<file path="src/rtl/snoop_filter_pkg.sv">
package snoop_filter_pkg;
  // strobes from the control to the tag datapath
  typedef struct packed {
    logic lookupEn;  // snoop accepted this cycle
    logic clearEn;   // accepted snoop hit: clear entry, capture index
  } filterStrobes_t;
endpackage

</file>
<file path="src/rtl/snoop_filter_tags.sv">
module snoop_filter_tags
  import snoop_filter_pkg::*;
#(
  parameter int IDX_W = 4,
  parameter int TAG_W = 8
) (
  input  logic                     clk,
  input  logic                     rstN,
  input  logic                     updValid,
  input  logic                     updSetValid,
  input  logic [IDX_W-1:0]         updIndex,
  input  logic [TAG_W-1:0]         updTag,
  input  logic [TAG_W+IDX_W-1:0]   snpLine,
  input  filterStrobes_t           strobes,
  output logic                     tagMatch,
  output logic [IDX_W-1:0]         invIndex
);
  localparam int DEPTH  = 1 << IDX_W;
  localparam int LINE_W = TAG_W + IDX_W;

  logic [DEPTH-1:0] validQ;
  logic [TAG_W-1:0] tagQ [DEPTH];

  logic [IDX_W-1:0] snpIdx;
  logic [TAG_W-1:0] snpTag;
  logic             sameSet;
  logic             effValid;
  logic [TAG_W-1:0] effTag;

  assign snpIdx = snpLine[IDX_W-1:0];
  assign snpTag = snpLine[LINE_W-1:IDX_W];

  // a same-cycle update is seen by the snoop before comparison
  always_comb begin
    sameSet  = updValid && (updIndex == snpIdx);
    effValid = sameSet ? updSetValid : validQ[snpIdx];
    effTag   = sameSet ? updTag : tagQ[snpIdx];
    tagMatch = strobes.lookupEn && effValid && (effTag == snpTag);
  end

  for (genvar e = 0; e < DEPTH; e++) begin : g_entry
    logic updHere;
    logic clrHere;
    assign updHere = updValid && (updIndex == IDX_W'(e));
    assign clrHere = strobes.clearEn && (snpIdx == IDX_W'(e));

    always_ff @(posedge clk) begin
      if (!rstN) begin
        validQ[e] <= 1'b0;
      end else begin
        if (updHere) validQ[e] <= updSetValid;
        if (clrHere) validQ[e] <= 1'b0;  // snoop applied after update
      end
    end

    always_ff @(posedge clk) begin
      if (updHere && updSetValid) tagQ[e] <= updTag;
    end
  end

  always_ff @(posedge clk) begin
    if (!rstN)               invIndex <= '0;
    else if (strobes.clearEn) invIndex <= snpIdx;
  end
endmodule

</file>
<file path="src/rtl/snoop_filter_ctrl.sv">
module snoop_filter_ctrl
  import snoop_filter_pkg::*;
(
  input  logic           clk,
  input  logic           rstN,
  input  logic           snpValid,
  input  logic           tagMatch,
  input  logic           invAck,
  output logic           snpReady,
  output logic           invReq,
  output filterStrobes_t strobes
);
  logic invReqQ;

  assign snpReady        = !invReqQ;
  assign invReq          = invReqQ;
  assign strobes.lookupEn = snpValid && snpReady;
  assign strobes.clearEn  = tagMatch;

  always_ff @(posedge clk) begin
    if (!rstN)                  invReqQ <= 1'b0;
    else if (invReqQ && invAck) invReqQ <= 1'b0;
    else if (strobes.clearEn)   invReqQ <= 1'b1;
  end
endmodule

</file>
<file path="src/rtl/snoop_filter.sv">
module snoop_filter
  import snoop_filter_pkg::*;
#(
  parameter int IDX_W = 4,
  parameter int TAG_W = 8
) (
  input  logic                   clk,
  input  logic                   rstN,
  input  logic                   updValid,
  input  logic                   updSetValid,
  input  logic [IDX_W-1:0]       updIndex,
  input  logic [TAG_W-1:0]       updTag,
  input  logic                   snpValid,
  input  logic [TAG_W+IDX_W-1:0] snpLine,
  output logic                   snpReady,
  output logic                   invReq,
  output logic [IDX_W-1:0]       invIndex,
  input  logic                   invAck
);
  filterStrobes_t strobes;
  logic           tagMatch;

  snoop_filter_ctrl u_ctrl (
    .clk(clk), .rstN(rstN), .snpValid(snpValid), .tagMatch(tagMatch),
    .invAck(invAck), .snpReady(snpReady), .invReq(invReq), .strobes(strobes)
  );

  snoop_filter_tags #(.IDX_W(IDX_W), .TAG_W(TAG_W)) u_tags (
    .clk(clk), .rstN(rstN), .updValid(updValid), .updSetValid(updSetValid),
    .updIndex(updIndex), .updTag(updTag), .snpLine(snpLine),
    .strobes(strobes), .tagMatch(tagMatch), .invIndex(invIndex)
  );
endmodule

</file>
<file path="config.mk">
export PLATFORM = sky130hd
export DESIGN_NAME = snoop_filter
export DESIGN_NICKNAME = d
export VERILOG_FILES = /design/src/rtl/snoop_filter_pkg.sv /design/src/rtl/snoop_filter_tags.sv /design/src/rtl/snoop_filter_ctrl.sv /design/src/rtl/snoop_filter.sv
export SDC_FILE = /design/constraint.sdc
export NUM_CORES = 1
export LEC_CHECK = 0
export BUFFER_PORTS_ARGS = -buffer_cell sky130_fd_sc_hd__buf_2
export CAP_MARGIN = 15
export CORE_UTILIZATION = 55
export DETAILED_ROUTE_END_ITERATION = 10
export PLACE_DENSITY = 0.76
export SLEW_MARGIN = 20
export SYNTH_ARGS = -nofsm -noshare
export SYNTH_HDL_FRONTEND = slang
export SYNTH_SLANG_ARGS = --single-unit
</file>
<file path="constraint.sdc">
create_clock -name clk -period 2.35 [get_ports clk]
set_input_delay 0.235 -clock clk [delete_from_list [all_inputs] [get_ports clk]]
set_output_delay 0.235 -clock clk [all_outputs]
set_load 0.005 [all_outputs]
</file>
==> run_results.csv, run 1 <==
group,metric,value,unit
run_status,outcome,"complete, but fails checks",
run_status,violations,"setup timing",
global_route,grt_max_degree,26,
power_and_ir_drop,p_sw_share,21.56,%
logic_synthesis,synthFlopType,"edfxtp_1",
timing,setup_viol,21,
placed_design,place_hpwl,9718,um
timing,slew_headroom,60.75,%
routing,via_per_inst,6.309,
power_and_ir_drop,seq_power_share,49.2,%
power_and_ir_drop,peakVddDrop,0.7473,mV
clocking,root_buffer,"clkbuf_16",
setup_path,crit_path_max_fanout,5,
floorplanning,dieArea,12120,sq um
timing,fin_skew,0.006008,ns
placed_design,place_ws,-0.4230,ns
placed_design,portBuffers,35,
routing,drtPass1Iterations,5,
power_and_ir_drop,switchingPower,1.273,mW
logic_synthesis,synth_common_cells,"128 x edfxtp_1, 26 x mux4_2, 21 x dfxtp_1, 21 x mux2i_1",
routing,first_iter_violations,347,
power_and_ir_drop,p_per_area,778.9,nW/um^2
timing,period_minus_slack,2.459,ns
clocking,cts_tree,"built",
setup_path,cp_data_arrival_time,2.74,ns
placed_design,gp_congestion,0.8965,
clocking,hold_buffers,0,
floorplanning,initial_utilization,56.26,%
routing,postRouteAntennaNets,0,
routing,drt-total-wl,14800,um
global_route,grt_overflow,0,
setup_path,crit_type,"flip-flop to flip-flop",
clocking,clock_path_buffers,2,
logic_synthesis,yosysSeqAreaShare,66.38,%
logic_synthesis,synth_area,6424,sq um
hold_path,hold_class,"input pin to flip-flop",
global_route,antenna_found_initial,0,
routing,via_count,3918,
logic_synthesis,synth_area_leader_cell,"edfxtp_1",
routing,drc,0,
setup_path,crit_start,"u_tags.tagQ[13][4]",
logic_synthesis,syn_avg_cell_area,16.90,sq um
finish,drive_above_1_share,32.08,%
logic_synthesis,synth_cell_type_count,45,
logic_synthesis,syn_nets,410,
logic_synthesis,synth.area.top_cells,"edfxtp_1 60%, mux4_2 9.1%, dfxtp_1 6.5%, mux2i_1 3.3%, mux4_1 2.9%",
timing,rsz0062_at_grt,"yes",
logic_synthesis,yosysWarnings,0,
clocking,numCtsBuffers,17,
clocking,clock_sinks,149,
placed_design,place_area,6974,sq um
timing,fin_ws,-0.1094,ns
logic_synthesis,synth_most_common_cell,"edfxtp_1",
timing,final_max_slew_viol_count,0,
logic_synthesis,ys_ff_latch,149,
power_and_ir_drop,power_frac_comb,7.0,%
clocking,clk_pin_slew_worst_paths,0.06,ns
flow_run,drv_cap,0,
floorplanning,io_pins,36,
logic_synthesis,synthCells,380,
setup_path,r2r_start,"u_tags.tagQ[13][4]",
logic_synthesis,synth_edf_count,128,
finish,final_cell_area,7581,sq um
timing,max_freq,406.6,MHz
global_route,first_global_vias,3858,
logic_synthesis,async_reset_ff_share,0,%
timing,period_share,104.7,%
floorplanning,die_w,110.1,um
setup_path,cp.required,2.63,ns
setup_path,crit_chain,"mux4_2 -> a22o_1 -> a221oi_2 -> xor2_1 -> nand4_1 -> nor4_2 -> buf_4 -> o211a_2 -> a31oi_1",
clocking,clk-insertion-delay-late,0.43,ns
setup_path,endpoint_kind,"flip-flop",
floorplanning,design.core.area,11420,sq um
floorplanning,die_h,110.1,um
routing,wl_per_cell,23.83,um
power_and_ir_drop,p_total,5.905,mW
finish,layout.nets,494,
setup_path,cp-start-kind,"flip-flop",
setup_path,slowest_stage,"mux4_2",
floorplanning,row_count,39,
power_and_ir_drop,p_leak,2.666,nW
global_route,grt_pass1_wl,21860,um
logic_synthesis,netlist.area_leader.share,59.84,%
timing,tightestPinTransition,0.5887,ns
setup_path,path_delay_family,"compound AO/OA/AOI/OAI gates",
power_and_ir_drop,internal_power,4.632,mW
power_and_ir_drop,clockPowerShare,43.8,%
timing,finalHoldViolCount,0,
global_route,grt_usage,26.60,%
finish,area_growth,18.02,%
setup_path,max_stage_delay,0.48,ns
clocking,h-tree-depth,4,
finish,nFillCells,813,
hold_path,min_from,"updTag[6]",
setup_path,crit_buf_inv,1,
==> per-stage QoR <==
stage	hold WS [ns]	cells	utilization (%)	setup TNS (ns)
2_1_floorplan	0.3339	380	-	0
3_3_place_gp	0.4407	585	61.08	-8.332
3_5_place_dp	0.4436	585	61.08	-8.389
4_1_cts	0.07183	619	66.32	-1.346
5_1_grt	0.07503	620	66.37	-5.388
6_report	0.07864	621	66.39	-1.402
==> power groups by stage <==
| stage | registers (mW) | clock network [mW] | logic (mW) |
|---|---|---|---|
| detailed placement | 2.96 | 0 | 0.401 |
| CTS | 2.91 | 2.62 | 0.409 |
| global route | 2.91 | 2.72 | 0.442 |
| finish | 2.91 | 2.59 | 0.412 |
| floorplan | 2.96 | 0 | 0.236 |
| global placement | 2.96 | 0 | 0.392 |
==> metal layers <==
metal  track usage, %  vias to the layer above  share of wire (%)
li1                 -                     1697                  -
met3            7.113                       34                7.6
met2            41.03                      200                 47
met4            12.10                        0                2.8
met5                0                        -                  0
met1            35.52                     1987                 42
==> cells by family after synthesis <==
kind of cell,count (synthesis),share of synthesized area [%]
AOI/OAI and AO/OA,65,7.110
buffers and inverters,22,2.941
DFF,149,66.38
xor gates and xnor gates,18,2.454
muxes,58,15.95
and+or+nand+nor,68,5.162
==> cell usage in the layout, fill, tap and decap left out, types with 2 or more instances in the layout <==
cell type	count
a31oi_1	16
inv_6	2
nand2b_1	2
mux2_2	4
bufinv_16	2
buf_2	35
and3_1	2
xor2_1	9
o31a_1	5
clkbuf_16	17
nand3_1	3
xnor2_1	9
nor3_1	2
o22ai_1	2
a22o_1	2
clkbuf_1	2
o211a_4	2
a21oi_1	2
clkinv_2	5
mux4_1	6
nand2_1	20
inv_1	2
nand4_1	3
nor2_1	20
mux2i_1	20
o21ai_0	18
edfxtp_1	128
buf_4	46
mux4_2	27
nor2b_1	9
a221oi_2	3
a21boi_0	3
o21a_1	9
clkinvlp_4	2
dfxtp_1	21
buf_12	2
==> timing repair <==
action                                  CTS  global route
pin swaps                                10             1
buffers inserted                          1             0
endpoints found under the hold margin     0             0
endpoints found under the setup margin   21            21
resized for setup                         3             1
cloned                                    1             1
==> state kept, by name, summed over array words and instances (netlist names) <==
register	cells
u_ctrl.invReq	1
u_tags.invIndex	4
u_tags.tagQ	128
u_tags.validQ	16
==> layout make-up <==
class / instances / area [sq um] / area share [%]
tap: 143 / 178.9 / 2.360
timing repair buffer: 83 / 560.5 / 7.394
sequential: 149 / 4264 / 56.25
multi-input combinational: 211 / 2004 / 26.44
clock inverter: 13 / 130.1 / 1.716
inverter: 2 / 7.507 / 0.09903
antenna: 1 / 2.502 / 0.03301
clock buffer: 19 / 432.9 / 5.711
==> worst paths after layout <==
check                            end  cells after the start  slack, ns
setup / recovery    u_tags.validQ[3]                      9      -0.11
hold / removal     u_tags.tagQ[1][6]                      1       0.08
setup reg to reg    u_tags.validQ[3]                      9      -0.11
hold reg to reg   u_tags.invIndex[1]                      2       0.46
==> worst reg2reg max path, stage by stage, from the launching register on <==
cell      delay (ns)
edfxtp_1        0.38
mux4_2          0.48
a22o_1          0.25
a221oi_2        0.21
xor2_1          0.18
nand4_1         0.12
nor4_2          0.15
buf_4           0.18
o211a_2         0.26
a31oi_1         0.12
No activity file was read; power rests on OpenSTA's default activity.
==> run 2, diff against run 1 <==
- ABC_AREA: default -> 1
==> run 2 against run 1 <==
  * Synthesized area up 5.9%
  * The flow now finishes without violations
  * Critical endpoint is now u_tags.invIndex[1]
  * Sequential share of layout area down 2.9 points
  * Clock skew up 0.0038 ns
  * Global-route usage grew 2.4 points
  * Hold slack worse by 0.026 ns
  * Die area increased by 5.8%
  * Register-to-register slack better by 0.54 ns
  * Fmax increased by 24%
  * Final cell count is 62% higher
==> run_results.csv, run 2 <==
group,metric,value,unit
finish,reg_top3,"u_tags.tagQ (128), u_tags.validQ (16), u_tags.invIndex (4)",
logic_synthesis,synth.area.top_cells,"edfxtp_1 56%, nand2_1 20%, dfxtp_1 6.2%, nor2_1 4.1%, inv_1 2.1%",
clocking,cts_setup_buffers,0,
timing,tightestPinTransition,0.4318,ns
global_route,first_global_vias,5204,
timing,period_minus_slack,1.980,ns
global_route,grt_max_degree,31,
global_route,grt_usage,29.00,%
logic_synthesis,syn_avg_cell_area,8.871,sq um
logic_synthesis,synth_common_cells,"368 x nand2_1, 128 x edfxtp_1, 74 x nor2_1",
placed_design,portBuffers,35,
finish,antennaDiodeCount,0,
global_route,antenna_found_initial,0,
routing,drt-total-wl,17400,um
clocking,clock_sinks,149,
hold_path,min_from,"invAck",
timing,finalHoldViolCount,0,
clocking,root_buffer,"clkbuf_16",
clocking,cts_tree,"built",
routing,postRouteAntennaNets,0,
floorplanning,dieArea,12820,sq um
logic_synthesis,yosysWarnings,0,
timing,setup_viol,0,
setup_path,r2r_start,"u_tags.tagQ[14][3]",
routing,via_per_inst,5.464,
routing,first_iter_violations,633,
logic_synthesis,synth_area_leader_cell,"edfxtp_1",
logic_synthesis,synthFlopType,"edfxtp_1",
clocking,h-tree-depth,4,
timing,fin_ws,0.3705,ns
logic_synthesis,synth_cell_type_count,29,
logic_synthesis,netlist.area_leader.share,56.49,%
clocking,hold_buffers,0,
setup_path,cp_data_arrival_time,2.34,ns
global_route,grt_pass1_wl,27260,um
setup_path,crit_start,"snpLine[0]",
flow_run,drv_cap,0,
run_status,outcome,"complete, no violations",
power_and_ir_drop,peakVddDrop,0.5351,mV
logic_synthesis,synth_area,6804,sq um
logic_synthesis,synth_edf_count,128,
finish,layout_commonest_cell,"nand2_1",
setup_path,ff2ff_path_depth,16,
placed_design,gp_congestion,0.9644,
logic_synthesis,yosysSeqAreaShare,62.67,%
floorplanning,initial_utilization,56.65,%
power_and_ir_drop,p_leak,3.406,nW
clocking,clk-insertion-delay-late,0.43,ns
routing,drtPass1Iterations,7,
finish,layout.nets,873,
clocking,numCtsBuffers,17,
power_and_ir_drop,p_total,5.897,mW
timing,tns,0,ns
finish,finalNonFillerCells,1003,
placed_design,place_ws,-0.06035,ns
logic_synthesis,ys_ff_latch,149,
setup_path,cp.required,2.71,ns
hold_path,hold_class,"input pin to flip-flop",
routing,wl_per_cell,17.34,um
clocking,clock_path_buffers,2,
finish,drive_above_1_share,14.60,%
floorplanning,row_count,40,
floorplanning,io_pins,36,
routing,drc,0,
clocking,cts_resized,0,
timing,fin_skew,0.009818,ns
timing,rsz0062_at_grt,"no",
floorplanning,design.core.area,12010,sq um
logic_synthesis,synthCells,767,
finish,area_growth,17.49,%
setup_path,endpoint_kind,"flip-flop",
finish,final_cell_mix,"368 x nand2_1, 128 x edfxtp_1, 74 x nor2_1",
global_route,grt_overflow,0,
setup_path,crit_type,"input pin to flip-flop",
routing,via_count,5480,
logic_synthesis,async_reset_ff_share,0,%
logic_synthesis,synth_most_common_cell,"nand2_1",
hold_path,min_path_cells,4,
logic_synthesis,syn_nets,797,
floorplanning,die_w,113.2,um
timing,final_max_slew_viol_count,0,
setup_path,crit_path_max_fanout,29,
floorplanning,die_h,113.2,um
placed_design,place_inst,971,
clocking,clk_pin_slew_worst_paths,0.06,ns
finish,regMostFlops,"u_tags.tagQ",
finish,largest_reg_flops,128,
timing,slew_headroom,70.99,%
setup_path,cp-start-kind,"input pin",
placed_design,place_hpwl,11820,um
timing,max_freq,505.2,MHz
timing,period_share,84.24,%
power_and_ir_drop,p_per_area,737.7,nW/um^2
finish,postLayoutCoreUtil,66.55,%
run 2: cell types whose count changed after synthesis, sizes merged, moves of 8 or more:
cell,before,now
a21oi,2,27
a31oi,16,3
inv,2,43
mux2i,21,0
mux4,33,0
nand2,20,368
nand3,3,22
nor2,20,75
nor2b,9,0
o21a,9,1
xnor2,9,0
xor2,9,1
run 2: logic make-up after synthesis:
group,Yosys count,share of synthesized area (%)
AND/OR/NAND/NOR,489,28.45
flip-flops,149,62.67
buffers and inverters,69,4.156
AO/OA/AOI/OAI,59,4.597
XOR/XNOR,1,0.1287
run 2: stage by stage:
step,cell area [sq um],hold WS [ns]
6_report,7994,0.05237
5_1_grt,7994,0.07090
4_1_cts,7994,0.04775
3_5_place_dp,7455,0.4686
3_3_place_gp,7455,0.4588
2_1_floorplan,6804,0.3339
run 2: critical path, stage by stage:
cell	delay [ns]
buf_2	0.22
buf_4	0.36
nand2_1	0.09
nand2_1	0.07
nand2_1	0.05
a21oi_1	0.23
nor2_1	0.08
nand2_1	0.11
nand2_1	0.06
nand2_1	0.08
nand2_1	0.06
nor2_1	0.10
nand3_1	0.08
nor2_1	0.18
buf_12	0.19
nor2_1	0.05
nor2_1	0.09
run 2: final cells by class:
type / count / area (sq um)
multi-input combinational: 549 / 2276
fill: 962 / 4018
sequential: 149 / 4264
tap: 147 / 183.9
timing repair buffer: 82 / 565.5
inverter: 44 / 165.2
clock inverter: 13 / 106.4
clock buffer: 19 / 432.9
run 2: worst paths after layout:
| path | endpoint | slack (ns) |
|---|---|---|
| setup / recovery | u_tags.invIndex[1] | 0.37 |
| hold / removal | u_ctrl.invReq | 0.05 |
| setup reg to reg | u_tags.invIndex[1] | 0.43 |
| hold reg to reg | u_tags.invIndex[2] | 0.48 |
run 2: metal layers:
metal	vias up	wire length (um)	global-route usage [%]	part of all wire, %
met5	-	0	0	0
met4	0	459	13.07	2.6
met3	37	1390	5.356	8.0
met2	255	8036	45.11	46
met1	2543	7510	40.01	43
li1	2645	-	-	-
run 2: where the power goes:
group / switching (mW) / internal, mW
clock network: 1.06 / 1.44
registers: 0.00808 / 2.90
logic: 0.334 / 0.152
